File: src/rtl/uart_pkg.sv
package uart_pkg;

    typedef struct packed {
        logic data7;
        logic par_en;
        logic par_odd;
        logic stop2;
    } frame_cfg_t;

    typedef enum logic [2:0] {
        TX_IDLE, TX_START, TX_DATA, TX_PAR, TX_STOP
    } tx_state_t;

    typedef enum logic [2:0] {
        RX_IDLE, RX_START, RX_DATA, RX_PAR, RX_STOP
    } rx_state_t;

    typedef struct packed {
        logic [7:0] data;
        logic       frame_err;
        logic       par_err;
        logic       brk;
    } rx_result_t;

    localparam int TICKS_PER_BIT = 16;
    localparam int START_CONFIRM = TICKS_PER_BIT / 2 - 1;

    function automatic logic parity_of(logic [7:0] d, frame_cfg_t c);
        logic p;
        p = c.data7 ? ^d[6:0] : ^d;
        return p ^ c.par_odd;
    endfunction

    function automatic logic [2:0] last_bit(frame_cfg_t c);
        return c.data7 ? 3'd6 : 3'd7;
    endfunction

endpackage

File: src/rtl/uart_fifo.sv
module uart_fifo #(
    parameter int W     = 8,
    parameter int DEPTH = 64,
    parameter int CW    = $clog2(DEPTH + 1)
) (
    input  logic          clk,
    input  logic          rst,
    input  logic          push,
    input  logic [W-1:0]  din,
    input  logic          pop,
    output logic [W-1:0]  dout,
    output logic [CW-1:0] count,
    output logic          full,
    output logic          empty
);
    localparam int AW = $clog2(DEPTH);

    logic [W-1:0]  mem [DEPTH];
    logic [AW-1:0] wptr, rptr;
    logic          do_push, do_pop;

    assign full    = (count == CW'(DEPTH));
    assign empty   = (count == '0);
    assign do_push = push && !full;
    assign do_pop  = pop && !empty;
    assign dout    = mem[rptr];

    always_ff @(posedge clk) begin
        if (do_push) mem[wptr] <= din;
    end

    always_ff @(posedge clk) begin
        if (rst) begin
            wptr  <= '0;
            rptr  <= '0;
            count <= '0;
        end else begin
            if (do_push) wptr <= wptr + 1'b1;
            if (do_pop)  rptr <= rptr + 1'b1;
            case ({do_push, do_pop})
                2'b10:   count <= count + 1'b1;
                2'b01:   count <= count - 1'b1;
                default: count <= count;
            endcase
        end
    end
endmodule

File: src/rtl/uart_tick.sv
module uart_tick #(
    parameter int DIV_W  = 16,
    parameter int SYNC_N = 3
) (
    input  logic             clk,
    input  logic             rst,
    input  logic             ext_sel,
    input  logic [DIV_W-1:0] div,
    input  logic             ext_pin,
    output logic             tick,
    output logic             tick_out
);
    logic [DIV_W-1:0]  div_cnt;
    logic [SYNC_N-1:0] ext_q;
    logic              int_tick, ext_tick;

    assign int_tick = (div_cnt >= div);

    always_ff @(posedge clk) begin
        if (rst)           div_cnt <= '0;
        else if (int_tick) div_cnt <= '0;
        else               div_cnt <= div_cnt + 1'b1;
    end

    genvar g;
    generate
        for (g = 0; g < SYNC_N; g++) begin : g_sync
            if (g == 0) begin : g_first
                always_ff @(posedge clk) begin
                    if (rst) ext_q[0] <= 1'b0;
                    else     ext_q[0] <= ext_pin;
                end
            end else begin : g_rest
                always_ff @(posedge clk) begin
                    if (rst) ext_q[g] <= 1'b0;
                    else     ext_q[g] <= ext_q[g-1];
                end
            end
        end
    endgenerate

    assign ext_tick = ext_q[SYNC_N-2] && !ext_q[SYNC_N-1];
    assign tick     = ext_sel ? ext_tick : int_tick;
    assign tick_out = !ext_sel && int_tick;
endmodule

File: src/rtl/uart_tx.sv
module uart_tx
    import uart_pkg::*;
(
    input  logic       clk,
    input  logic       rst,
    input  logic       tick,
    input  frame_cfg_t cfg,
    input  logic       cts_ok,
    input  logic       q_empty,
    input  logic [7:0] q_data,
    output logic       q_pop,
    output logic       txd
);
    tx_state_t  state;
    logic [3:0] tcnt;
    logic [2:0] bidx;
    logic [7:0] sh;
    logic       pbit;
    logic       second_stop;
    logic       bit_end;

    assign q_pop   = (state == TX_IDLE) && !q_empty && cts_ok;
    assign bit_end = tick && (tcnt == 4'(TICKS_PER_BIT - 1));

    always_ff @(posedge clk) begin
        if (rst) begin
            state       <= TX_IDLE;
            tcnt        <= '0;
            bidx        <= '0;
            sh          <= '0;
            pbit        <= 1'b0;
            second_stop <= 1'b0;
            txd         <= 1'b1;
        end else begin
            if (state != TX_IDLE && tick)
                tcnt <= bit_end ? 4'd0 : tcnt + 4'd1;
            case (state)
                TX_IDLE: begin
                    txd <= 1'b1;
                    if (q_pop) begin
                        sh    <= q_data;
                        pbit  <= parity_of(q_data, cfg);
                        bidx  <= '0;
                        tcnt  <= '0;
                        txd   <= 1'b0;
                        state <= TX_START;
                    end
                end
                TX_START: if (bit_end) begin
                    txd   <= sh[0];
                    state <= TX_DATA;
                end
                TX_DATA: if (bit_end) begin
                    if (bidx == last_bit(cfg)) begin
                        second_stop <= 1'b0;
                        if (cfg.par_en) begin
                            txd   <= pbit;
                            state <= TX_PAR;
                        end else begin
                            txd   <= 1'b1;
                            state <= TX_STOP;
                        end
                    end else begin
                        sh   <= sh >> 1;
                        txd  <= sh[1];
                        bidx <= bidx + 3'd1;
                    end
                end
                TX_PAR: if (bit_end) begin
                    txd   <= 1'b1;
                    state <= TX_STOP;
                end
                TX_STOP: if (bit_end) begin
                    if (cfg.stop2 && !second_stop) second_stop <= 1'b1;
                    else                           state <= TX_IDLE;
                end
                default: state <= TX_IDLE;
            endcase
        end
    end
endmodule

File: src/rtl/uart_rx.sv
module uart_rx
    import uart_pkg::*;
(
    input  logic       clk,
    input  logic       rst,
    input  logic       tick,
    input  frame_cfg_t cfg,
    input  logic       line,
    output logic       done,
    output rx_result_t res
);
    rx_state_t  state;
    logic [3:0] tcnt;
    logic [2:0] bidx;
    logic [7:0] sh;
    logic       pbit;
    logic       all_low;
    logic       prev;
    logic       mid;

    assign mid = tick && (tcnt == 4'(TICKS_PER_BIT - 1));

    always_ff @(posedge clk) begin
        if (rst) begin
            state   <= RX_IDLE;
            tcnt    <= '0;
            bidx    <= '0;
            sh      <= '0;
            pbit    <= 1'b0;
            all_low <= 1'b0;
            prev    <= 1'b1;
            done    <= 1'b0;
            res     <= '0;
        end else begin
            prev <= line;
            done <= 1'b0;
            if (state != RX_IDLE && state != RX_START && tick)
                tcnt <= mid ? 4'd0 : tcnt + 4'd1;
            case (state)
                RX_IDLE: if (prev && !line) begin
                    tcnt  <= '0;
                    state <= RX_START;
                end
                RX_START: if (tick) begin
                    if (tcnt == 4'(START_CONFIRM)) begin
                        tcnt <= '0;
                        if (line) begin
                            state <= RX_IDLE;
                        end else begin
                            bidx    <= '0;
                            sh      <= '0;
                            all_low <= 1'b1;
                            state   <= RX_DATA;
                        end
                    end else begin
                        tcnt <= tcnt + 4'd1;
                    end
                end
                RX_DATA: if (mid) begin
                    sh[bidx] <= line;
                    all_low  <= all_low && !line;
                    if (bidx == last_bit(cfg))
                        state <= cfg.par_en ? RX_PAR : RX_STOP;
                    else
                        bidx <= bidx + 3'd1;
                end
                RX_PAR: if (mid) begin
                    pbit    <= line;
                    all_low <= all_low && !line;
                    state   <= RX_STOP;
                end
                RX_STOP: if (mid) begin
                    done          <= 1'b1;
                    res.data      <= sh;
                    res.frame_err <= !line;
                    res.brk       <= !line && all_low;
                    res.par_err   <= cfg.par_en && (pbit != parity_of(sh, cfg));
                    state         <= RX_IDLE;
                end
                default: state <= RX_IDLE;
            endcase
        end
    end
endmodule

File: src/rtl/sio_fifo_uart.sv
module sio_fifo_uart
    import uart_pkg::*;
#(
    parameter int DEPTH = 64,
    parameter int DIV_W = 16,
    parameter int CW    = $clog2(DEPTH + 1)
) (
    input  logic             clk,
    input  logic             rst,
    input  logic             cfg_data7,
    input  logic             cfg_par_en,
    input  logic             cfg_par_odd,
    input  logic             cfg_stop2,
    input  logic             cfg_ext_clk,
    input  logic [DIV_W-1:0] baud_div,
    input  logic [CW-1:0]    rts_level,
    input  logic             ext_clk_pin,
    output logic             tick_out,
    input  logic             wr_en,
    input  logic [7:0]       wr_data,
    input  logic             rd_en,
    output logic [7:0]       rd_data,
    output logic [CW-1:0]    tx_count,
    output logic [CW-1:0]    rx_count,
    output logic             tx_full,
    output logic             rx_full,
    output logic             rx_ready,
    output logic             err_frame,
    output logic             err_parity,
    output logic             err_overrun,
    output logic             err_break,
    input  logic             err_clr,
    output logic             txd,
    input  logic             rxd,
    input  logic             cts,
    output logic             rts
);
    frame_cfg_t cfg;
    logic       tick;
    logic [1:0] cts_q, rxd_q;
    logic       tx_empty, tx_pop;
    logic [7:0] tx_data;
    logic       rx_done, rx_push, rx_empty;
    rx_result_t rx_res;

    always_comb begin
        cfg.data7   = cfg_data7;
        cfg.par_en  = cfg_par_en;
        cfg.par_odd = cfg_par_odd;
        cfg.stop2   = cfg_stop2;
    end

    always_ff @(posedge clk) begin
        if (rst) begin
            cts_q <= 2'b00;
            rxd_q <= 2'b11;
        end else begin
            cts_q <= {cts_q[0], cts};
            rxd_q <= {rxd_q[0], rxd};
        end
    end

    uart_tick #(.DIV_W(DIV_W)) u_tick (
        .clk(clk), .rst(rst), .ext_sel(cfg_ext_clk), .div(baud_div),
        .ext_pin(ext_clk_pin), .tick(tick), .tick_out(tick_out)
    );

    uart_fifo #(.W(8), .DEPTH(DEPTH), .CW(CW)) u_txq (
        .clk(clk), .rst(rst), .push(wr_en), .din(wr_data), .pop(tx_pop),
        .dout(tx_data), .count(tx_count), .full(tx_full), .empty(tx_empty)
    );

    uart_tx u_tx (
        .clk(clk), .rst(rst), .tick(tick), .cfg(cfg), .cts_ok(cts_q[1]),
        .q_empty(tx_empty), .q_data(tx_data), .q_pop(tx_pop), .txd(txd)
    );

    uart_rx u_rx (
        .clk(clk), .rst(rst), .tick(tick), .cfg(cfg), .line(rxd_q[1]),
        .done(rx_done), .res(rx_res)
    );

    assign rx_push = rx_done && !rx_res.brk && !rx_full;

    uart_fifo #(.W(8), .DEPTH(DEPTH), .CW(CW)) u_rxq (
        .clk(clk), .rst(rst), .push(rx_push), .din(rx_res.data), .pop(rd_en),
        .dout(rd_data), .count(rx_count), .full(rx_full), .empty(rx_empty)
    );

    assign rx_ready = !rx_empty;
    assign rts      = (rx_count < rts_level);

    always_ff @(posedge clk) begin
        if (rst || err_clr) begin
            err_frame   <= 1'b0;
            err_parity  <= 1'b0;
            err_overrun <= 1'b0;
            err_break   <= 1'b0;
        end else if (rx_done) begin
            if (rx_res.brk) begin
                err_break <= 1'b1;
            end else if (rx_full) begin
                err_overrun <= 1'b1;
            end else begin
                if (rx_res.frame_err) err_frame  <= 1'b1;
                if (rx_res.par_err)   err_parity <= 1'b1;
            end
        end
    end
endmodule

File: config.mk
export PLATFORM = sky130hd
export DESIGN_NAME = sio_fifo_uart
export DESIGN_NICKNAME = d
export VERILOG_FILES = /design/src/rtl/uart_pkg.sv /design/src/rtl/uart_fifo.sv /design/src/rtl/uart_tick.sv /design/src/rtl/uart_tx.sv /design/src/rtl/uart_rx.sv /design/src/rtl/sio_fifo_uart.sv
export SDC_FILE = /design/constraint.sdc
export NUM_CORES = 1
export LEC_CHECK = 0
export BUFFER_PORTS_ARGS = -buffer_cell sky130_fd_sc_hd__buf_2
export CORE_ASPECT_RATIO = 0.5
export CORE_MARGIN = 4
export CORE_UTILIZATION = 64
export DETAILED_ROUTE_END_ITERATION = 10
export PLACE_DENSITY = 0.86
export SLEW_MARGIN = 20
export SYNTH_ARGS = -nofsm -noshare
export SYNTH_HDL_FRONTEND = slang
export SYNTH_SLANG_ARGS = --single-unit
File: constraint.sdc
create_clock -name clk -period 6.57 [get_ports clk]
set_input_delay 0.657 -clock clk [delete_from_list [all_inputs] [get_ports clk]]
set_output_delay 0.657 -clock clk [all_outputs]
set_load 0.02 [all_outputs]
-- Yosys cells after proc, flatten, opt, wreduce, memory -nomap -nowiden
Memories as Yosys holds them, arrays and structs flattened. A register that Yosys moved wholly into a read port is not among the register bits.
Cells that the tools add are included.
- bits in registers: 119
- RAM bits: 1024
- word-level logic and storage cells: 246
- memories kept: 2
- memories (memory ; depth ; bits a word ; rd ports ; clocked after memory_dff ; write ports ; line ; text):
    u_rxq.mem ; 64 ; 8 ; 1 ; 1 ; 1 ; uart_fifo.sv:18 ; logic [W-1:0] mem [DEPTH];
    u_txq.mem ; 64 ; 8 ; 1 ; 1 ; 1 ; uart_fifo.sv:18 ;
- $add $sub $neg: 13
- order comparisons: 4
- equal/unequal tests: 40
- muxes and demuxes: 82
- bitwise logic cells: 5
- reduce and logical (&&, ||, !) cells: 65
- operators with widths (cell ; count):
    two-way mux 3 bit ; 23
    two-way mux 8 bit ; 7
    two-way mux 4 bit ; 9
    case mux 8 bit (2 select lines) ; 2
    case mux 3 bit (5 select lines) ; 2
    inequality test 2 x 1 -> 1 bit (second input constant) ; 14
    case mux 7 bit (2 select lines) ; 2
    adder 6 x 1 -> 6 bit (second input constant) ; 4
    two-way mux 1 bit ; 24
    two-way mux 6 bit ; 4
    logical AND 1 bit ; 20
    adder 16 x 1 -> 16 bit (second input constant) ; 1
    >= comparator 16 bit ; 1
    AND reduction 4 bit ; 4
    XOR reduction 8 bit ; 2
    AND reduction 5 bit ; 3
    adder 7 x 1 -> 7 bit (second input constant) ; 2
    == test 7 bit (second input constant) ; 2
    logical NOT 7 bit ; 2
    AND reduction 7 bit ; 2
    XOR reduction 7 bit ; 2
    subtractor 7 x 1 -> 7 bit (second input constant) ; 2
    == test 3 x 2 -> 1 bit (second input constant) ; 4
    case mux 3 bit (2 select lines) ; 2
    other kinds (33) ; 69

-- Depth between registers and ports, before layout
- depth after elaboration: 8
- mapped depth: 15
- gate-level depth less buffers: 15

-- Modules after synthesis
Synthesis repeated with hierarchy kept, for this count alone.
- cells, all modules: 2655
- area total of the unflattened synthesis: 46739.8 um^2
- by module, submodules not included (module ; instances ; cells each ; area each (um^2)):
    uart_fifo ; 2 ; 1062 ; 21076.5
    uart_rx ; 1 ; 213 ; 1727.9
    uart_tick ; 1 ; 141 ; 1228.7
    uart_tx ; 1 ; 131 ; 1228.7
    sio_fifo_uart ; 1 ; 46 ; 401.6

-- Worst setup path before layout
OpenSTA, ideal clock, no wires.
- path kind: flip-flop to output port
- from: reg (tool-made name)
- to: out rd_data[0]
- arrival time: 2.915 ns
- required time: 5.913 ns
- slack: 2.998 ns
- stages on the path, launching flop included: 6
- path through: dfxtp_1 > clkbuf_1 > buf_1 > mux4_2 > mux4_2 > mux4_2
- RTL lines (what ; line ; text):
    end, declared ; sio_fifo_uart.sv:22 ; output logic [7:0] rd_data,

==> out/qor.yml <==
stdcell_area_um2: 50200
layout.core_utilization_pct: 70.65
tritoncts: "built"
number_of_antenna_violations_at_the_first_check_in_global_routing: 4
post_synth_inst_count: 2448
synth_sequential_area_ratio_pct: 72.61
drt.antenna.violating_nets: 0
cp_slowest_stage_delay_ns: 0.98
finalCriticalPeriod_ns: 4.778
number_of_library_cell_types_mapped_by_synthesis: 60
leading_cell_types_by_total_area_after_synthesis: "sky130_fd_sc_hd__edfxtp_1, sky130_fd_sc_hd__mux4_2, sky130_fd_sc_hd__dfxtp_1, sky130_fd_sc_hd__nor2_1, sky130_fd_sc_hd__ha_1"
library_cell_appearing_most_often_on_the_critical_path: "sky130_fd_sc_hd__mux4_2"
port_buffers: 75
rows: 69
post_synth_fa_ha_maj_area_fraction_pct: 1.258
placed_cells_incl_taps: 3373
layout-drive-gt1-share_pct: 22.67
die_footprint_um2: 76430
synth-async-reset-ratio_pct: 0
timing.critical_path.to_type: "output pin"
hold_class: "in -> reg"
cellPowerDensity_nw_per_um2: 276.9
post_drt_via_cell_ratio: 6.818
first_pass_grt_wire_length_um: 158800
syn_to_final_growth_pct: 9.209
die_width_um: 387.0
synth.area.mux_share_pct: 15.74
worstPathMaxFanout: 46
h-tree-depth: 3
finalWeightedCongestion: 0.8604
cts_num_sinks: 1155
critical_path.startpoint_type: "flip-flop"
synth_xor_xnor_area_share_pct: 1.198
critPathArrivalTime_ns: 4.12
static-leakage-power_nw: 14.30
cts-buffers-inserted: 94
pins_over_slew_limit: 0
met3WireLength_um: 10470
synth_cell_area_um2: 45960
synth_top_family_by_area: "multiplexers"
synth-seq-cells: 1155
num-nets-final: 2600
grt_setup_unrepaired: "false"
post-route-period-util_pct: 72.73
synthSimpleGateAreaFrac_pct: 4.982
crit_required_ns: 5.91
top_signal_layer_used: "met4"
fin_cells: 3547
first_global_vias: 24520
drt_drc_violations_left: 0
cts_root_buf: "sky130_fd_sc_hd__clkbuf_16"
ctsLongestPathBuffers: 3
fin_tns_setup_ns: 0
timing.max_slew.rel_slack_pct: 23.87
start_util_pct: 64.69
ys.warnings.count: 0
cts_setup_buffers: 0
setup_viol: 0
drt_wl_total_um: 105400
max_cap_viol_count: 0
core_region_area_um2: 71050
grt_overflow: 0
detailed_route_wirelength_on_metal2_um: 52840
cts_repair_resize_count: 0
worst_voltage_drop_across_the_vdd_grid_mv: 0.2263
timing.critical_path.cells: "buf_4 -> mux4_2 -> mux4_2 -> mux4_2 -> buf_2"
wl_met1_um: 37810
worst_hold_slack_ns: 0.1870
firstDrtPassIters: 5
timing.fmax_mhz: 209.3
syn-mean-instance-area_um2: 18.78
number_of_flops_mapped_to_enable_cells_by_yosys: 1024
synth_compound_area_share_pct: 2.583
gr_util_all_layers_pct: 28.08
synthesis.nets: 2537
drt-initial-drc-count: 3479
report.final.hold_viol_count: 0
num_vias: 24190
ys_dominant_reg_cell: "sky130_fd_sc_hd__edfxtp_1"
status: "completed"
die-height_um: 197.5
skew_ns: 0.02955
clk_pin_slew_worst_setup_hold_paths_ns: 0.07
dpl-instance-area_um2: 47160
design.portCount: 76
worstSetupPathType: "reg -> out"
grt_max_degree: 66
yosys.area.top_type: "sky130_fd_sc_hd__edfxtp_1"
route.detailed.wl_per_inst_um: 29.71
slowest_cp_cell: "sky130_fd_sc_hd__dfxtp_4"
tightest_slew_ns: 1.138
worst_skew_pair.late_latency_ns: 0.68
cts.hold.buffers_added: 0
synth_top_area_share_pct: 66.90
dp_hpwl_um: 61390
[logic make-up (layout without fill, tap and decap cells)]
group | Yosys count | count (layout)
buffers and inverters | 170 | 307
adders and majority gates | 45 | 45
AOI/OAI and AO/OA | 185 | 185
xor gates and xnor gates | 62 | 62
muxes | 330 | 330
DFF | 1155 | 1155
other | 0 | 4
and+or+nand+nor | 501 | 501
[power by group]
group          leakage, nW  switching (mW)  internal [mW]
sequential            9.20          0.0245           7.94
clock                 1.48            2.61           3.00
combinational         3.62           0.196          0.131
[synthesized netlist by cell type (7+ instances only)]
cell                          n
sky130_fd_sc_hd__edfxtp_1  1024
sky130_fd_sc_hd__mux4_2     314
sky130_fd_sc_hd__nor2_1     241
sky130_fd_sc_hd__dfxtp_1    131
sky130_fd_sc_hd__nand2_1     82
sky130_fd_sc_hd__clkbuf_1    78
sky130_fd_sc_hd__a21oi_1     54
sky130_fd_sc_hd__nand3_1     45
sky130_fd_sc_hd__ha_1        43
sky130_fd_sc_hd__inv_1       40
sky130_fd_sc_hd__xor2_1      31
sky130_fd_sc_hd__xnor2_1     30
sky130_fd_sc_hd__buf_1       28
sky130_fd_sc_hd__nor2b_1     26
sky130_fd_sc_hd__o21ai_0     26
sky130_fd_sc_hd__a22oi_1     22
sky130_fd_sc_hd__nor3_1      20
sky130_fd_sc_hd__mux2i_1     14
sky130_fd_sc_hd__o22ai_1     14
sky130_fd_sc_hd__nand2b_1    13
sky130_fd_sc_hd__a21o_1      12
sky130_fd_sc_hd__nand3b_1    12
sky130_fd_sc_hd__a211oi_1    11
sky130_fd_sc_hd__or3_1       11
sky130_fd_sc_hd__o32ai_1     10
sky130_fd_sc_hd__and3_1       9
sky130_fd_sc_hd__buf_2        9
sky130_fd_sc_hd__nand4_1      9
sky130_fd_sc_hd__a31oi_1      7
sky130_fd_sc_hd__and2_1       7
sky130_fd_sc_hd__buf_6        7
sky130_fd_sc_hd__or2_2        7
sky130_fd_sc_hd__or3b_2       7
[state kept, by name, indices dropped and copies added (netlist names), 7 cells and up, named ones only]
register        flops
u_rxq.mem         512
u_rx.sh             8
u_txq.count         7
u_tick.div_cnt     16
u_txq.mem         512
u_tx.sh             8
u_rx.res           11
u_rxq.count         7
[cell type report]
cell class	count	area, um2
sequential	1155	33410
inverter	41	153.9
clock buffer	120	2562
fill	3962	20860
tap	958	1199
multi-input combinational	1123	11860
clock inverter	50	419.2
antenna	4	10.01
timing repair buffer	96	575.6
[per-stage QoR]
step | setup slack [ns] | power (mW)
floorplan | 2.998 | 8.331
global placement | 2.509 | 8.440
detailed placement | 2.449 | 8.453
CTS | 1.687 | 13.94
global route | 1.543 | 14.29
finish | 1.792 | 13.90
[cells in the final DEF, fill, tap and decap left out, drive strengths merged, types with 10 or more instances in the layout]
| cell | netlist | final |
|---|---|---|
| o21ai | 29 | 29 |
| dfxtp | 131 | 131 |
| nor2 | 241 | 241 |
| nand2b | 13 | 13 |
| nand3 | 45 | 45 |
| nor3 | 20 | 20 |
| mux4 | 314 | 314 |
| buf | 51 | 96 |
| o32ai | 10 | 10 |
| a22oi | 23 | 23 |
| a21o | 12 | 12 |
| edfxtp | 1024 | 1024 |
| nand3b | 12 | 12 |
| nand2 | 82 | 82 |
| clkbuf | 78 | 120 |
| xor2 | 31 | 31 |
| mux2i | 14 | 14 |
| o22ai | 14 | 14 |
| nor2b | 26 | 26 |
| a21oi | 55 | 55 |
| ha | 43 | 43 |
| xnor2 | 31 | 31 |
| inv | 40 | 44 |
| a211oi | 11 | 11 |
| clkinv | 1 | 39 |
| or3 | 11 | 11 |
[final timing paths]
path,from,endpoint,slack (ns),cells after the start
min reg2reg,rxd_q[0],rxd_q[1],0.41,1
max,flip-flop,rd_data[7],1.79,5
min,err_clr,err_parity,0.19,2
max reg2reg,u_txq.count[2],u_txq.count[6],2.49,14
[critical path: cells and delay by family (launching register included)]
kind / cells / cell delay (ns)
flops: 1 / 0.98
mux: 3 / 1.63
buf+inv: 2 / 0.77
[metal layers]
layer	GRT usage (%)	vias to the layer above
met1	37.69	12400
met5	0	-
met2	46.31	1578
li1	-	9935
met3	6.076	274
met4	10.83	0
No activity file was read; power rests on OpenSTA's default activity.
